$ cat src/rtl/nvm_seq_pkg.sv
`timescale 1ns/1ps
package nvm_seq_pkg;
  typedef enum logic [1:0] {MODE_RUN, MODE_WAIT, MODE_STOP} core_mode_e;
  typedef enum logic [1:0] {SEQ_IDLE, SEQ_RUN, SEQ_PAUSE} seq_state_e;
endpackage

$ cat src/rtl/nvm_mode_dec.sv
`timescale 1ns/1ps
module nvm_mode_dec
  import nvm_seq_pkg::*;
(
  input  logic       stop_i,
  input  logic       wait_i,
  output core_mode_e mode_o
);
  // stop dominates wait
  always_comb begin
    if (stop_i)      mode_o = MODE_STOP;
    else if (wait_i) mode_o = MODE_WAIT;
    else             mode_o = MODE_RUN;
  end
endmodule

$ cat src/rtl/nvm_op_timer.sv
`timescale 1ns/1ps
module nvm_op_timer #(
  parameter int unsigned CNT_W = 8
) (
  input  logic             clk_i,
  input  logic             rst_ni,
  input  logic             load_i,
  input  logic [CNT_W-1:0] len_i,
  input  logic             en_i,
  output logic             done_o
);
  localparam logic [CNT_W-1:0] ONE = CNT_W'(1);

  logic [CNT_W-1:0] cnt_q;
  logic [CNT_W-1:0] len_eff;

  assign len_eff = (len_i == '0) ? ONE : len_i;
  assign done_o  = en_i && (cnt_q == ONE);

  always_ff @(posedge clk_i or negedge rst_ni) begin
    if (!rst_ni)     cnt_q <= '0;
    else if (load_i) cnt_q <= len_eff;
    else if (en_i)   cnt_q <= cnt_q - ONE;
  end
endmodule

$ cat src/rtl/nvm_seq_fsm.sv
`timescale 1ns/1ps
module nvm_seq_fsm
  import nvm_seq_pkg::*;
(
  input  logic       clk_i,
  input  logic       rst_ni,
  input  logic       ctl_we_i,
  input  logic       ctl_latch_i,
  input  logic       ctl_pgm_i,
  input  core_mode_e mode_i,
  input  logic       timer_done_i,
  input  logic       rd_req_i,
  output logic       timer_load_o,
  output logic       timer_en_o,
  output logic       hv_en_o,
  output logic       busy_o,
  output logic       corrupt_o,
  output logic       rd_ack_o
);
  seq_state_e state_q, state_d;
  logic latch_q, pgm_q;
  logic bits_clr;
  logic corrupt_set, corrupt_clr;
  logic stopped, armed;

  assign stopped = (mode_i == MODE_STOP);
  assign armed   = latch_q && pgm_q;

  always_comb begin
    state_d      = state_q;
    timer_load_o = 1'b0;
    bits_clr     = 1'b0;
    corrupt_set  = 1'b0;
    corrupt_clr  = 1'b0;
    unique case (state_q)
      SEQ_IDLE: begin
        if (armed && !stopped) begin
          state_d      = SEQ_RUN;
          timer_load_o = 1'b1;
          corrupt_clr  = 1'b1;
        end
      end
      SEQ_RUN: begin
        if (stopped) begin
          corrupt_set = 1'b1;
          if (armed) state_d = SEQ_PAUSE;
          else begin
            state_d  = SEQ_IDLE;   // abort, never resumed
            bits_clr = 1'b1;
          end
        end else if (timer_done_i) begin
          state_d  = SEQ_IDLE;
          bits_clr = 1'b1;
        end
      end
      SEQ_PAUSE: begin
        if (!stopped) begin
          state_d      = SEQ_RUN;
          timer_load_o = 1'b1;     // restart full phase
        end
      end
      default: state_d = SEQ_IDLE;
    endcase
  end

  always_ff @(posedge clk_i or negedge rst_ni) begin
    if (!rst_ni) begin
      state_q   <= SEQ_IDLE;
      latch_q   <= 1'b0;
      pgm_q     <= 1'b0;
      corrupt_o <= 1'b0;
    end else begin
      state_q <= state_d;
      if (bits_clr) begin
        latch_q <= 1'b0;
        pgm_q   <= 1'b0;
      end else if (ctl_we_i) begin
        latch_q <= ctl_latch_i;
        pgm_q   <= ctl_pgm_i && ctl_latch_i;  // program alone is dropped
      end
      if (corrupt_set)      corrupt_o <= 1'b1;
      else if (corrupt_clr) corrupt_o <= 1'b0;
    end
  end

  assign timer_en_o = (state_q == SEQ_RUN) && !stopped;
  assign hv_en_o    = timer_en_o && armed;
  assign busy_o     = (state_q != SEQ_IDLE);
  assign rd_ack_o   = rd_req_i && !busy_o && !stopped;
endmodule

$ cat src/rtl/nvm_prog_seq.sv
`timescale 1ns/1ps
module nvm_prog_seq
  import nvm_seq_pkg::*;
#(
  parameter int unsigned CNT_W = 8
) (
  input  logic             clk_i,
  input  logic             rst_ni,
  input  logic             ctl_we_i,
  input  logic             ctl_latch_i,
  input  logic             ctl_pgm_i,
  input  logic [CNT_W-1:0] op_cycles_i,
  input  logic             wait_i,
  input  logic             stop_i,
  input  logic             rd_req_i,
  output logic             rd_ack_o,
  output logic             hv_en_o,
  output logic             busy_o,
  output logic             corrupt_o
);
  core_mode_e mode;
  logic       tmr_load, tmr_en, tmr_done;

  nvm_mode_dec i_mode_dec (
    .stop_i (stop_i),
    .wait_i (wait_i),
    .mode_o (mode)
  );

  nvm_op_timer #(.CNT_W(CNT_W)) i_timer (
    .clk_i  (clk_i),
    .rst_ni (rst_ni),
    .load_i (tmr_load),
    .len_i  (op_cycles_i),
    .en_i   (tmr_en),
    .done_o (tmr_done)
  );

  nvm_seq_fsm i_fsm (
    .clk_i        (clk_i),
    .rst_ni       (rst_ni),
    .ctl_we_i     (ctl_we_i),
    .ctl_latch_i  (ctl_latch_i),
    .ctl_pgm_i    (ctl_pgm_i),
    .mode_i       (mode),
    .timer_done_i (tmr_done),
    .rd_req_i     (rd_req_i),
    .timer_load_o (tmr_load),
    .timer_en_o   (tmr_en),
    .hv_en_o      (hv_en_o),
    .busy_o       (busy_o),
    .corrupt_o    (corrupt_o),
    .rd_ack_o     (rd_ack_o)
  );
endmodule

$ cat config.mk
export PLATFORM = sky130hd
export DESIGN_NAME = nvm_prog_seq
export DESIGN_NICKNAME = d
export VERILOG_FILES = /design/src/rtl/nvm_seq_pkg.sv /design/src/rtl/nvm_mode_dec.sv /design/src/rtl/nvm_op_timer.sv /design/src/rtl/nvm_seq_fsm.sv /design/src/rtl/nvm_prog_seq.sv
export SDC_FILE = /design/constraint.sdc
export NUM_CORES = 1
export LEC_CHECK = 0
export ABC_AREA = 1
export BUFFER_PORTS_ARGS = -buffer_cell sky130_fd_sc_hd__buf_4
export CAP_MARGIN = 20
export CORE_ASPECT_RATIO = 0.8
export CORE_MARGIN = 2
export CORE_UTILIZATION = 51
export CTS_CLUSTER_SIZE = 30
export DETAILED_ROUTE_END_ITERATION = 16
export MAX_ROUTING_LAYER = met4
export PLACE_DENSITY = 0.73
export SKIP_LAST_GASP = 1
export SLEW_MARGIN = 20
export SYNTH_ARGS = -nofsm -noshare
export SYNTH_HDL_FRONTEND = slang
export SYNTH_SLANG_ARGS = --single-unit
export TNS_END_PERCENT = 1
$ cat constraint.sdc
create_clock -name clk_i -period 1.5 [get_ports clk_i]
set_input_delay 0.3 -clock clk_i [delete_from_list [all_inputs] [get_ports clk_i]]
set_output_delay 0.3 -clock clk_i [all_outputs]
set_load 0.1 [all_outputs]
==> results of run 1 <==
==> state kept, by name, summed over array words and instances (netlist names) <==
register,flops
i_fsm.state_q,2
i_fsm.corrupt_o,1
i_fsm.pgm_q,1
i_fsm.latch_q,1
i_timer.cnt_q,8
==> power by group <==
| group | internal [mW] | total, mW | switching, mW |
|---|---|---|---|
| logic | 0.270 | 0.770 | 0.500 |
| registers | 0.477 | 0.600 | 0.123 |
| clock network | 0.104 | 0.225 | 0.122 |
| total | 0.851 | 1.60 | 0.745 |
==> per-stage QoR <==
step                util, %  setup WS (ns)  instance area [um2]  instances
finish                 69.4        -0.0112                 1110        173
detailed placement     64.1          0.120                 1020        165
global placement       64.1          0.156                 1020        165
floorplan                 -         -0.177                  852        124
CTS                    69.0       -0.00202                 1100        173
global route           69.4        -0.0797                 1110        173
==> worst paths after layout <==
check / start / endpoint / slack (ns) / depth (start not counted)
max in group asynchronous: rst_ni / i_timer.cnt_q[0] / 0.94 / 2
worst min register to register: i_fsm.corrupt_o / i_fsm.corrupt_o / 0.50 / 2
worst max-delay path: i_fsm.state_q[1] / rd_ack_o / -0.01 / 4
worst min-delay path: op_cycles_i[4] / i_timer.cnt_q[4] / 0.23 / 3
worst max register to register: i_fsm.state_q[0] / i_timer.cnt_q[2] / 0.25 / 6
min in group asynchronous: rst_ni / i_fsm.latch_q / 0.38 / 2
==> cells by family after synthesis <==
| logic type | count (synthesis) |
|---|---|
| XOR/XNOR | 1 |
| adder cells (fa/ha/maj) | 2 |
| AO/OA/AOI/OAI | 6 |
| AND/OR/NAND/NOR | 81 |
| flip-flops | 13 |
| buffers and inverters | 21 |
==> critical path, delay by kind of cell (launching register included) <==
family        cells  cell delay (ns)
flops             1             0.41
simple gates      3             0.35
buf+inv           1             0.18
==> routing by layer <==
layer | global-route usage (%) | vias to the layer above | part of all wire (%)
met2 | 37.2 | 34 | 46
met3 | 10.1 | 8 | 6.6
met5 | - | - | 0
met1 | 29.1 | 399 | 46
li1 | - | 447 | -
met4 | 6.94 | 0 | 1.6
==> cell type report <==
class / count / area, um2 / share of cell area, %
inverter: 21 / 78.8 / 7.13
clock buffer: 4 / 26.3 / 2.38
multi-input combinational: 90 / 453 / 41.0
timing repair buffer: 23 / 195 / 17.6
sequential: 13 / 325 / 29.4
tap: 22 / 27.5 / 2.49
==> cells in the final DEF (no fill, tap or decap), drive strengths merged <==
| cell type | instances |
|---|---|
| ha | 2 |
| nand3 | 20 |
| nand4 | 4 |
| clkbuf | 4 |
| or2 | 1 |
| inv | 21 |
| nor2 | 16 |
| o22ai | 1 |
| dfrtp | 13 |
| xnor2 | 1 |
| buf | 22 |
| o21ai | 3 |
| o211ai | 1 |
| nand2 | 39 |
| dlygate4sd3 | 1 |
| o31ai | 1 |
| nor3 | 1 |
==> repair_timing <==
item,CTS,global route
hold buffers,1,0
hold endpoints to repair,13,0
buffers inserted,3,0
gates resized for setup,5,2
pin swaps,1,2
endpoints found under the setup margin,2,3
==> results_dict.tcl, run 1 <==
set metrics [dict create \
    power.density_nw_per_um2 1440 \
    clkSinkCount 13 \
    worst_slew_pin_slew_ns 0.259 \
    synth_most_common_cell "nand2_1" \
    via_count 888 \
    cts_buffers 3 \
    firstDrtPassIters 4 \
    crit_type "flop to output pin" \
    status "complete, but fails checks" \
    finalHoldViolations 0 \
    crit_chain "nor2_2, nand2_2, nor2_4, buf_12" \
    finalWorstPathRequiredPeriod_ns 1.51 \
    synth-seq-cells 13 \
    cts-root-buf "clkbuf_4" \
    grtUsageTotal_pct 24.0 \
    skew_ns 0.0182 \
    drive_gt1_share_pct 25.2 \
    vdd_drop_max_v 0.000937 \
    slew_violations 0 \
    syn-num-nets 142 \
    async_flop_share_pct 100 \
    cp_max_fo 3 \
    antenna_cells 0 \
    grt_max_degree 14 \
    routabilityCongestion 0.914 \
    syn_area_um2 842 \
    synthAdderAreaFrac_pct 2.97 \
    synth_largest_area_cell "dfrtp_1" \
    slew_headroom_pct 82.6 \
    dieHeight_um 40.3 \
    rows 13 \
    core_area_um2 1590 \
    layout_setup_ws_ns -0.0112 \
    synth-main-ff-cell "dfrtp_1" \
    htree_levels 1 \
    hpwl_um 1500 \
    yosysSeqAreaShare_pct 38.6 \
    required_ns 1.20 \
    routedWlPerCell_um 11.7 \
    synth_top_cells_by_count "nand2_1 (38), inv_1 (17), nand3_1 (17)" \
    grt_first_pass_wirelength_um 3240 \
    timing.hold.worst.class "input pin to flop" \
    routed_wl_um 2020 \
    synth_top_area_share_pct 38.6 \
    synth_edf_count 0 \
    clk_path_buf_depth 2 \
    synth_compound_area_share_pct 4.31 \
    drc_errors 0 \
    fin_crit_sh_pct 101 \
    vias_per_cell 5.13 \
    grt_pass1_vias 728 \
    portBuffers 18 \
    setup_viol 3 \
    leakagePower_nw 0.582 \
    antenna_found_initial 0 \
    critPathLaunchType "flop" \
    clk_pin_slew_ns 0.09 \
    clock_latency_ns 0.29 \
    grt_overflow 0 \
    area_growth_pct 31.4 \
    finalHoldWorstSlack_ns 0.229 \
    ys_warn_count 0 \
    synth_area_per_cell_um2 6.79 \
    synthMuxAreaShare_pct 0 \
    tns_ns -0.0198 \
    pin_count 20 \
    synth-simple-area-share_pct 43.7 \
    maxCapViolations 0 \
    cts_tree "done" \
    nFillCells 151 \
    synth_top_family_by_area "simple AND/OR/NAND/NOR gates" \
    synthCells 124 \
    violations "setup timing" \
    rsz0062_at_grt "yes" \
    endpoint_kind "output pin" \
    synth_top_cells_by_area "dfrtp_1 (39%), nand2_1 (17%), nand3_1 (10%), inv_1 (7.6%), nor2_1 (6.7%)" \
    fp.dieW_um 49.4 \
    initial_core_util_pct 52.8 \
    cp_slowest_cell "dfrtp_1" \
    synthXorXnorAreaFrac_pct 1.04 \
    critPathArrivalTime_ns 1.21 \
    antenna_left 0 \
    power_mw 1.60 \
    synth_cell_types 19 \
    die_area_um2 1990 \
    fmax_ghz 0.662 \
    drtIter0Drc 34 \
    max_stage_delay_ns 0.41 \
    fin_nets 170 \
]
(Power assumes the default switching activity.)
==> run 2, diff against run 1 <==
CORE_UTILIZATION = 52   (was 51)
PLACE_DENSITY = 0.74   (was 0.73)
SYNTH_HIERARCHICAL = 1   (was unset)
==> results_dict.tcl, run 2 <==
set metrics [dict create \
    portBuffers 19 \
    synth_top_area_share_pct 36.9 \
    drtIter0Drc 38 \
    crit_type "flop to output pin" \
    largest-register "i_timer/cnt_q" \
    power_frac_comb_pct 49.9 \
    htree_levels 1 \
    clk_path_buf_depth 2 \
    synthXorXnorAreaFrac_pct 0.994 \
    initial_core_util_pct 54.7 \
    grtUsageTotal_pct 24.5 \
    dieHeight_um 40.8 \
    clkSinkCount 13 \
    pin_count 20 \
    synth_top_cells_by_area "dfrtp_1 (37%), nand2_1 (10%), nand3_1 (8.5%), inv_1 (7.2%), nor2_1 (6.4%)" \
    syn-num-nets 142 \
    power.internal_mw 0.870 \
    p_sw_share_pct 47.5 \
    synth_edf_count 0 \
    final_cell_mix "buf_4 (27), nand2_1 (23), inv_1 (17)" \
    worst_slew_pin_slew_ns 0.279 \
    synth_most_common_cell "nand2_1" \
    die_area_um2 2040 \
    skew_ns 0.0101 \
    synthMuxAreaShare_pct 0 \
    antenna_found_initial 0 \
    rows 13 \
    largest_reg_flops 8 \
    reg.largest.list "i_timer/cnt_q x8, i_fsm/state_q x2" \
    grt_pass1_vias 738 \
    antenna_left 0 \
    slew_violations 0 \
    fmax_ghz 0.652 \
    synth_area_per_cell_um2 7.10 \
    antenna_cells 0 \
    routedWlPerCell_um 12.8 \
    synth_cell_types 21 \
    layout_setup_ws_ns -0.0336 \
    cts_tree "done" \
    finalWorstPathRequiredPeriod_ns 1.53 \
    cts-root-buf "clkbuf_4" \
    drive_gt1_share_pct 33.3 \
    fin_nets 175 \
    synth_compound_area_share_pct 11.8 \
    seq_power_share_pct 36.9 \
    async_flop_share_pct 100 \
    area_growth_pct 36.6 \
    synth-main-ff-cell "dfrtp_1" \
    critPathArrivalTime_ns 1.23 \
    endpoint_kind "output pin" \
    required_ns 1.20 \
    power.density_nw_per_um2 1380 \
    vias_per_cell 5.22 \
    firstDrtPassIters 4 \
    synth-simple-area-share_pct 35.1 \
    fin_crit_sh_pct 102 \
    critPathLaunchType "flop" \
    synthAdderAreaFrac_pct 2.84 \
    via_count 929 \
    syn_area_um2 881 \
    rsz0062_at_grt "yes" \
    yosysSeqAreaShare_pct 36.9 \
    synth_top_family_by_area "simple AND/OR/NAND/NOR gates" \
    grt_overflow 0 \
    status "complete, but fails checks" \
    cts_buffers 3 \
    grt_max_degree 14 \
    routabilityCongestion 0.880 \
    leakagePower_nw 0.643 \
    clock_latency_ns 0.28 \
    vdd_drop_max_v 0.000933 \
    slew_headroom_pct 81.5 \
    core_area_um2 1610 \
    hpwl_um 1650 \
    pwr-share-clk_pct 13.2 \
    synthCells 124 \
    synth_largest_area_cell "dfrtp_1" \
    synth_top_cells_by_count "nand2_1 (24), inv_1 (17), nand3_1 (15), nor2_1 (15), dfrtp_1 (13)" \
    routed_wl_um 2280 \
    fp.dieW_um 50.0 \
    drc_errors 0 \
    synth-seq-cells 13 \
    violations "setup timing" \
    p_sw_mw 0.788 \
    fin_util_pct 74.7 \
    ys_warn_count 6 \
    dp_slack_ns -0.0475 \
    maxCapViolations 0 \
    clk_pin_slew_ns 0.09 \
    finalHoldViolations 0 \
    timing.hold.worst.class "input pin to flop" \
    setup_viol 4 \
    mostFrequentLayoutCell "buf_4" \
    cp_max_fo 4 \
    grt_first_pass_wirelength_um 3380 \
]
-- run 2: changes by cell type after synthesis, moves of 2 or more --
| cell | delta |
|---|---|
| nand2_1 | -14 |
| o21ai_1 | +6 |
| a22oi_1 | +5 |
| inv_2 | +3 |
| nand3_2 | -3 |
| nand2_2 | +2 |
| nand3_1 | -2 |
| nor2_2 | +2 |
-- run 2: per-stage QoR --
stage	power (mW)	instances	TNS [ns]	cell area, um2	hold WS, ns
floorplan	1.19	124	-0.0536	903	0.00441
global placement	1.39	172	-0.0589	1120	0.153
detailed placement	1.40	172	-0.194	1120	0.154
CTS	1.64	178	-0.0248	1180	0.236
global route	1.79	178	-0.468	1200	0.255
finish	1.66	178	-0.0893	1200	0.242
-- run 2: kinds of logic after synthesis --
| group | count (synthesis) |
|---|---|
| simple gates | 65 |
| fa+ha+maj | 2 |
| flops | 13 |
| xor+xnor | 1 |
| buf+inv | 26 |
| compound gates | 17 |
-- run 2: routing by layer --
layer | vias to the layer above | share of wire [%] | global-route usage, %
met5 | - | 0 | -
li1 | 465 | - | -
met3 | 2 | 8.3 | 7.30
met2 | 33 | 47 | 39.1
met4 | 0 | 0.31 | 6.94
met1 | 429 | 45 | 30.6
-- run 2: path summary, 6_finish.rpt --
kind	start	end	slack (ns)	cells past startpoint
min in group asynchronous	rst_ni	i_timer/cnt_q[1]	0.39	2
max reg2reg	i_fsm/state_q[1]	i_fsm/latch_q	-0.02	10
max in group asynchronous	rst_ni	i_fsm/state_q[1]	0.92	2
max	i_fsm/state_q[1]	hv_en_o	-0.03	4
min reg2reg	i_fsm/corrupt_o	i_fsm/corrupt_o	0.49	2
min	op_cycles_i[4]	i_timer/cnt_q[4]	0.24	3
-- run 2: cell type report --
class / count / area, um2
fillers: 121 / 407
multi-input cells: 85 / 479
repair buffers: 30 / 253
flip-flops and latches: 13 / 327
clock inverters: 1 / 5.00
well taps: 22 / 27.5
inverters: 24 / 90.1
clock buffers: 3 / 22.5
-- run 2: power by group through the flow --
stage	Combinational, mW	Sequential [mW]	Clock, mW
CTS	0.807	0.608	0.225
finish	0.828	0.611	0.218
global placement	0.784	0.609	0
floorplan	0.510	0.678	0
detailed placement	0.791	0.614	0
global route	0.912	0.631	0.242
-- run 2: what timing repair did --
item | 4_1_cts | 5_1_grt
pin swaps | 0 | 0
hold endpoints to repair | 13 | 0
resized for setup | 5 | 4
setup buffers | 1 | 0
setup endpoints to repair | 3 | 8
hold buffers | 1 | 0
-- run 2: critical path, cell delays in order, from the launching register on --
cell and delay (ns):
dfrtp_2 0.45, nor2_4 0.15, nand2_4 0.08, nor2_4 0.10
buf_12 0.18
